## config.mk

```make
export PLATFORM = sky130hd
export DESIGN_NAME = vid_cap_front
export DESIGN_NICKNAME = d
export VERILOG_FILES = /design/src/rtl/vcap_pkg.sv /design/src/rtl/vcap_edge_sampler.sv /design/src/rtl/vcap_lane_window.sv /design/src/rtl/vcap_sync_gen.sv /design/src/rtl/vid_cap_front.sv
export SDC_FILE = /design/constraint.sdc
export NUM_CORES = 1
export LEC_CHECK = 0
export BUFFER_PORTS_ARGS = -buffer_cell sky130_fd_sc_hd__buf_2
export CORE_MARGIN = 5
export CORE_UTILIZATION = 41
export CTS_CLUSTER_DIAMETER = 100
export DETAILED_ROUTE_END_ITERATION = 16
export PLACE_DENSITY = 0.67
export SYNTH_ARGS = -nofsm -noshare
export SYNTH_HDL_FRONTEND = slang
export SYNTH_SLANG_ARGS = --single-unit
```

## constraint.sdc

```tcl
create_clock -name clk -period 3.8 [get_ports clk]
set_input_delay 0.38 -clock clk [delete_from_list [all_inputs] [get_ports clk]]
set_output_delay 0.38 -clock clk [all_outputs]
set_load 0.02 [all_outputs]
```

## src/rtl/vcap_pkg.sv

```systemverilog
package vcap_pkg;
  typedef enum logic {EDGE_FALL = 1'b0, EDGE_RISE = 1'b1} edge_e;

  typedef struct packed {
    logic hs;
    logic vs;
    logic fld;
  } sync_t;
endpackage

```

## src/rtl/vcap_edge_sampler.sv

```systemverilog
module vcap_edge_sampler #(
  parameter int W = 19
) (
  input  logic         clk,
  input  logic         rst,
  input  logic         sample_rise,
  input  logic [W-1:0] d,
  output logic [W-1:0] q
);
  import vcap_pkg::*;

  logic [W-1:0] neg_q;

  // falling-edge capture register
  always_ff @(negedge clk) begin
    if (rst) neg_q <= '0;
    else     neg_q <= d;
  end

  // rising-edge register: direct sample or retimed falling sample
  always_ff @(posedge clk) begin
    if (rst)                                 q <= '0;
    else if (edge_e'(sample_rise) == EDGE_RISE) q <= d;
    else                                     q <= neg_q;
  end
endmodule

```

## src/rtl/vcap_lane_window.sv

```systemverilog
module vcap_lane_window #(
  parameter int BUS_W = 16,
  localparam int WW = $clog2(BUS_W + 1),
  localparam int SW = $clog2(BUS_W)
) (
  input  logic [BUS_W-1:0] word,
  input  logic [WW-1:0]    width,
  input  logic [SW-1:0]    shift,
  output logic [BUS_W-1:0] win,
  output logic             err
);
  logic [BUS_W-1:0] mask;
  logic [WW:0]      span;

  for (genvar i = 0; i < BUS_W; i++) begin : g_mask
    assign mask[i] = (WW'(i) < width);
  end

  always_comb begin
    span = {1'b0, width} + (WW + 1)'(shift);
    err  = (width == '0) || (span > (WW + 1)'(BUS_W));
    win  = (word >> shift) & mask;
  end
endmodule

```

## src/rtl/vcap_sync_gen.sv

```systemverilog
module vcap_sync_gen #(
  parameter int CNT_W = 12
) (
  input  logic             clk,
  input  logic             rst,
  input  logic             en,
  input  logic [CNT_W-1:0] h_active,
  input  logic [CNT_W-1:0] h_total,
  input  logic [CNT_W-1:0] v_active,
  input  logic [CNT_W-1:0] v_total,
  output logic             h_act,
  output logic             v_act
);
  logic [CNT_W-1:0] hcnt, vcnt;
  logic             h_wrap, v_wrap;

  always_comb begin
    h_wrap = ((CNT_W + 1)'(hcnt) + (CNT_W + 1)'(1)) >= {1'b0, h_total};
    v_wrap = ((CNT_W + 1)'(vcnt) + (CNT_W + 1)'(1)) >= {1'b0, v_total};
  end

  always_ff @(posedge clk) begin
    if (rst || !en) begin
      hcnt  <= '0;
      vcnt  <= '0;
      h_act <= 1'b0;
      v_act <= 1'b0;
    end else begin
      h_act <= (hcnt < h_active);
      v_act <= (vcnt < v_active);
      if (h_wrap) begin
        hcnt <= '0;
        vcnt <= v_wrap ? '0 : vcnt + 1'b1;
      end else begin
        hcnt <= hcnt + 1'b1;
      end
    end
  end
endmodule

```

## src/rtl/vid_cap_front.sv

```systemverilog
module vid_cap_front #(
  parameter int BUS_W = 16,
  parameter int CNT_W = 12,
  localparam int WW = $clog2(BUS_W + 1),
  localparam int SW = $clog2(BUS_W)
) (
  input  logic             clk,
  input  logic             rst,
  input  logic             cfg_hs_pol,
  input  logic             cfg_vs_pol,
  input  logic             cfg_data_pol,
  input  logic             cfg_field_even_lvl,
  input  logic             cfg_sample_rise,
  input  logic [WW-1:0]    cfg_width,
  input  logic [SW-1:0]    cfg_shift,
  input  logic             cfg_slave,
  input  logic [CNT_W-1:0] cfg_h_active,
  input  logic [CNT_W-1:0] cfg_h_total,
  input  logic [CNT_W-1:0] cfg_v_active,
  input  logic [CNT_W-1:0] cfg_v_total,
  input  logic [BUS_W-1:0] pin_data,
  input  logic             pin_hs,
  input  logic             pin_vs,
  input  logic             pin_field,
  output logic             gen_hs,
  output logic             gen_vs,
  output logic             pix_valid,
  output logic [BUS_W-1:0] pix_data,
  output logic             line_start,
  output logic             frame_start,
  output logic             field_even,
  output logic             cfg_err
);
  import vcap_pkg::*;

  localparam int SAMP_W = BUS_W + $bits(sync_t);

  logic [SAMP_W-1:0] samp_d, samp_q;
  sync_t             raw_sync;
  logic [BUS_W-1:0]  raw_data, data_c, win;
  logic              h_act, v_act, win_err;
  logic              hs_c, vs_c, fld_c, hs_prev, vs_prev;

  assign samp_d = {pin_hs, pin_vs, pin_field, pin_data};

  vcap_edge_sampler #(.W(SAMP_W)) u_samp (
    .clk         (clk),
    .rst         (rst),
    .sample_rise (cfg_sample_rise),
    .d           (samp_d),
    .q           (samp_q)
  );

  assign raw_sync = sync_t'(samp_q[SAMP_W-1:BUS_W]);
  assign raw_data = samp_q[BUS_W-1:0];

  vcap_sync_gen #(.CNT_W(CNT_W)) u_gen (
    .clk      (clk),
    .rst      (rst),
    .en       (cfg_slave),
    .h_active (cfg_h_active),
    .h_total  (cfg_h_total),
    .v_active (cfg_v_active),
    .v_total  (cfg_v_total),
    .h_act    (h_act),
    .v_act    (v_act)
  );

  // generated syncs: registered activity, static polarity applied
  assign gen_hs = h_act ~^ cfg_hs_pol;
  assign gen_vs = v_act ~^ cfg_vs_pol;

  // normalize to active-high
  always_comb begin
    hs_c   = cfg_slave ? h_act : (raw_sync.hs ~^ cfg_hs_pol);
    vs_c   = cfg_slave ? v_act : (raw_sync.vs ~^ cfg_vs_pol);
    fld_c  = raw_sync.fld ~^ cfg_field_even_lvl;
    data_c = raw_data ^ {BUS_W{~cfg_data_pol}};
  end

  vcap_lane_window #(.BUS_W(BUS_W)) u_win (
    .word  (data_c),
    .width (cfg_width),
    .shift (cfg_shift),
    .win   (win),
    .err   (win_err)
  );

  always_ff @(posedge clk) begin
    if (rst) begin
      hs_prev     <= 1'b0;
      vs_prev     <= 1'b0;
      pix_valid   <= 1'b0;
      pix_data    <= '0;
      line_start  <= 1'b0;
      frame_start <= 1'b0;
      field_even  <= 1'b0;
      cfg_err     <= 1'b0;
    end else begin
      hs_prev     <= hs_c;
      vs_prev     <= vs_c;
      pix_valid   <= hs_c && !win_err;
      pix_data    <= (hs_c && !win_err) ? win : '0;
      line_start  <= hs_c && !hs_prev && !win_err;
      frame_start <= vs_c && !vs_prev && !win_err;
      field_even  <= fld_c;
      cfg_err     <= win_err;
    end
  end
endmodule

```

==> reports/qor.yml <==
pwr:
  p_comb_share_pct: 14.1
  p_per_area_mw_per_mm2: 371
  intPower_uw: 1660
  swShare_pct: 28.8
  p_sw_uw: 671
  vdd_drop_max_mv: 0.179
  p_leak_uw: 0.00319
  clkPwrFrac_pct: 44.7
  seqPwrFrac_pct: 41.3
finish:
  num-fill-cells: 1231
  antennaDiodeCount: 0
  syn2layout_area_growth_pct: 19.8
  design_area_mm2: 0.00629
  nets: 825
  drive_above_1_share_pct: 21.1
timing:
  tightest_slew_ps: 694
  final-hold-violation-count: 0
  rsz0062_at_grt: "false"
  layout_min_cycle_time_ps: 3370
  clock.fmax_mhz: 297
  relSlewSlack_pct: 53.6
  clock_skew_ps: 58.3
  period_share_pct: 88.6
  totalNegativeSetupSlack_ps: 0
  hold_slack_ps: 278
  setup-violations-final: 0
  finalMaxSlewViolations: 0
die:
  io_pins: 107
  die_w_um: 123
  num_rows: 41
  coreArea_mm2: 0.0126
  start_util_pct: 41.8
  die_area_mm2: 0.0152
  die-height_um: 123
yosys:
  synth_top_area_share_pct: 33.2
  synth_cell_type_count: 58
  ys_top_cells_by_count: "dfxtp_1, nor2_1, ha_1, inv_1, nor2b_1"
  async_flop_share_pct: 0
  synth-edff-count: 0
  syn_area_per_cell_um2: 9.14
  synth_top_cells_by_area: "dfxtp_1, ha_1, mux2i_1"
  yosysWarnings: 0
  ys.flop_type: "dfxtp_1"
  syn-num-nets: 711
  syn_inst: 574
  synth_most_common_cell: "dfxtp_1"
  synth_top_cell_by_area: "dfxtp_1"
  synth.cell_area_mm2: 0.00525
  yosysSeqAreaShare_pct: 33.2
  ys_ff_latch: 87
setup_path:
  path_class: "reg2reg"
  crit_arrival_ps: 3660
  path_max_fanout: 9
  critPathBufInv: 0
  start_kind: "flip-flop"
  crit_chain: "ha_1 -> and3_1 -> and3_1 -> nand3_1 -> xnor2_1 -> ha_1 -> a21o_1 -> a211o_1 -> a21oi_1 -> o211ai_1 -> nor2b_2 -> a22o_1"
  cp.required_ps: 4090
  crit_path_end_kind: "flip-flop"
  cpPeakStageDelay_ps: 470
  slowest_stage: "dfxtp_1"
  r2r_start: "u_gen.vcnt[0]$_SDFFE_PP0P_"
  worst_path_dominant_cell_family: "simple AND/OR/NAND/NOR gates"
  startpoint: "u_gen.vcnt[0]$_SDFFE_PP0P_"
global_route:
  grt_max_degree: 28
  antenna_found_initial: 0
  overflow: 0
  grt_pass1_vias: 4264
  grt.total_usage_pct: 16.0
  grt_pass1_wl_mm: 19.6
detailed_routing:
  drt_pass1_iterations: 4
  dr_total_vias: 4325
  drtIter0Drc: 299
  ant_nets: 0
  drc: 0
  vias_per_cell: 5.00
  totalWireLength_mm: 11.7
  wire_per_inst_um: 13.5
place:
  port_buffers: 106
  dpl_cell_area_mm2: 0.00588
  place.gp.congestion: 0.871
  dp_hpwl_mm: 9.28
worst_hold_path:
  hp-start: "pin_data[14]"
  worstHoldPathType: "in2reg"
clock_network:
  ctsLongestPathBuffers: 2
  cts_setup_buffers: 0
  cts_tree: "built"
  insertion_delay_ps: 410
  cts.sinks: 87
  cts_buffers: 9
  root_buffer: "clkbuf_16"
  ctsHoldBuffers: 0
  clk_pin_slew_worst_paths_ps: 70
  htree_num_levels: 3
job:
  maxCapViolations: 0
status:
  status: "finished clean"
metal layers:
| layer | vias up | share of wire [%] | GRT usage, % |
|---|---|---|---|
| met4 | 0 | 1.2 | 5.19 |
| met3 | 12 | 5.9 | 3.89 |
| met5 | - | 0 | 0 |
| met1 | 1984 | 47 | 21.6 |
| met2 | 103 | 46 | 25.2 |
| li1 | 2226 | - | - |
power by group through the flow:
stage               Clock (uW)  Sequential [uW]  Combinational (uW)
CTS                       1070              962                 330
global placement          32.2              980                 319
floorplan                 32.2              986                 223
global route              1130              965                 369
finish                    1040              962                 328
detailed placement        32.2              982                 328
path summary, 6_finish.rpt:
| path | cells past startpoint | slack [ps] | endpoint |
|---|---|---|---|
| max | 12 | 430 | u_gen.vcnt[8]$_SDFFE_PP0P_ |
| min reg2reg | 1 | 390 | line_start$_SDFF_PP0_ |
| min | 3 | 280 | u_samp.q[14]$_SDFF_PP0_ |
| max reg2reg | 12 | 430 | u_gen.vcnt[8]$_SDFFE_PP0P_ |
timing repair:
action                                  CTS  global route
resized for setup                         0             1
endpoints found under the setup margin    0             8
hold endpoints to repair                  0             0
cell usage in the layout (no fill, tap or decap), types with 4 or more instances in the layout:
master,synthesis,routed
nor2b_1,35,34
nor2_1,56,56
nand2_1,21,21
nor4_1,4,4
mux2i_1,29,29
ha_1,52,52
a21o_1,10,10
a211oi_1,6,6
inv_1,50,68
a31oi_1,4,4
xnor2_1,17,17
buf_2,7,106
xor2_1,26,26
o21ai_0,14,14
nor3_1,7,7
dfxtp_1,87,87
and3_1,6,6
a22o_1,9,9
a21oi_1,31,31
o21ai_1,8,8
nand2b_1,6,6
clkinv_8,0,4
nand3_1,19,19
mux4_2,9,9
clkbuf_16,0,9
worst min-delay path: stages:
cell	delay (ps)
buf_2	80
mux2i_1	60
nor2_1	70
cells by family (layout without fill, tap and decap cells):
logic type	Yosys count	in the layout	share of synthesized area, %
buf+inv	75	194	6.20
mux	42	42	11.0
compound gates	101	101	12.8
simple gates	173	173	16.9
flops	87	87	33.2
fa+ha+maj	53	53	12.8
xor+xnor	43	43	7.18
flip-flops by register name, summed over array words and instances, names as in the netlist:
register / count
cfg_err: 1
field_even: 1
frame_start: 1
hs_prev: 1
line_start: 1
pix_data: 16
pix_valid: 1
u_gen.h_act: 1
u_gen.hcnt: 12
u_gen.v_act: 1
u_gen.vcnt: 12
u_samp.neg_q: 19
u_samp.q: 19
vs_prev: 1
final cells by class:
cell class / count / area, um2 / share of cell area (%)
Clock buffer: 9 / 225 / 3.58
Clock inverter: 26 / 186 / 2.96
Inverter: 51 / 191 / 3.04
Multi-Input combinational cell: 412 / 3180 / 50.6
Sequential cell: 87 / 1740 / 27.7
Tap cell: 172 / 215 / 3.42
Timing Repair Buffer: 108 / 546 / 8.67
per-stage QoR:
stage | setup slack [ps] | util [%] | std cells | total power (uW)
after CTS | 277 | 50.0 | 865 | 2370
after detailed placement | 306 | 46.8 | 831 | 1340
after global routing | 177 | 50.0 | 865 | 2470
after floorplan | 872 | - | 574 | 1240
final | 434 | 50.0 | 865 | 2330
after global placement | 477 | 46.8 | 831 | 1330
(Power assumes the default switching activity.)
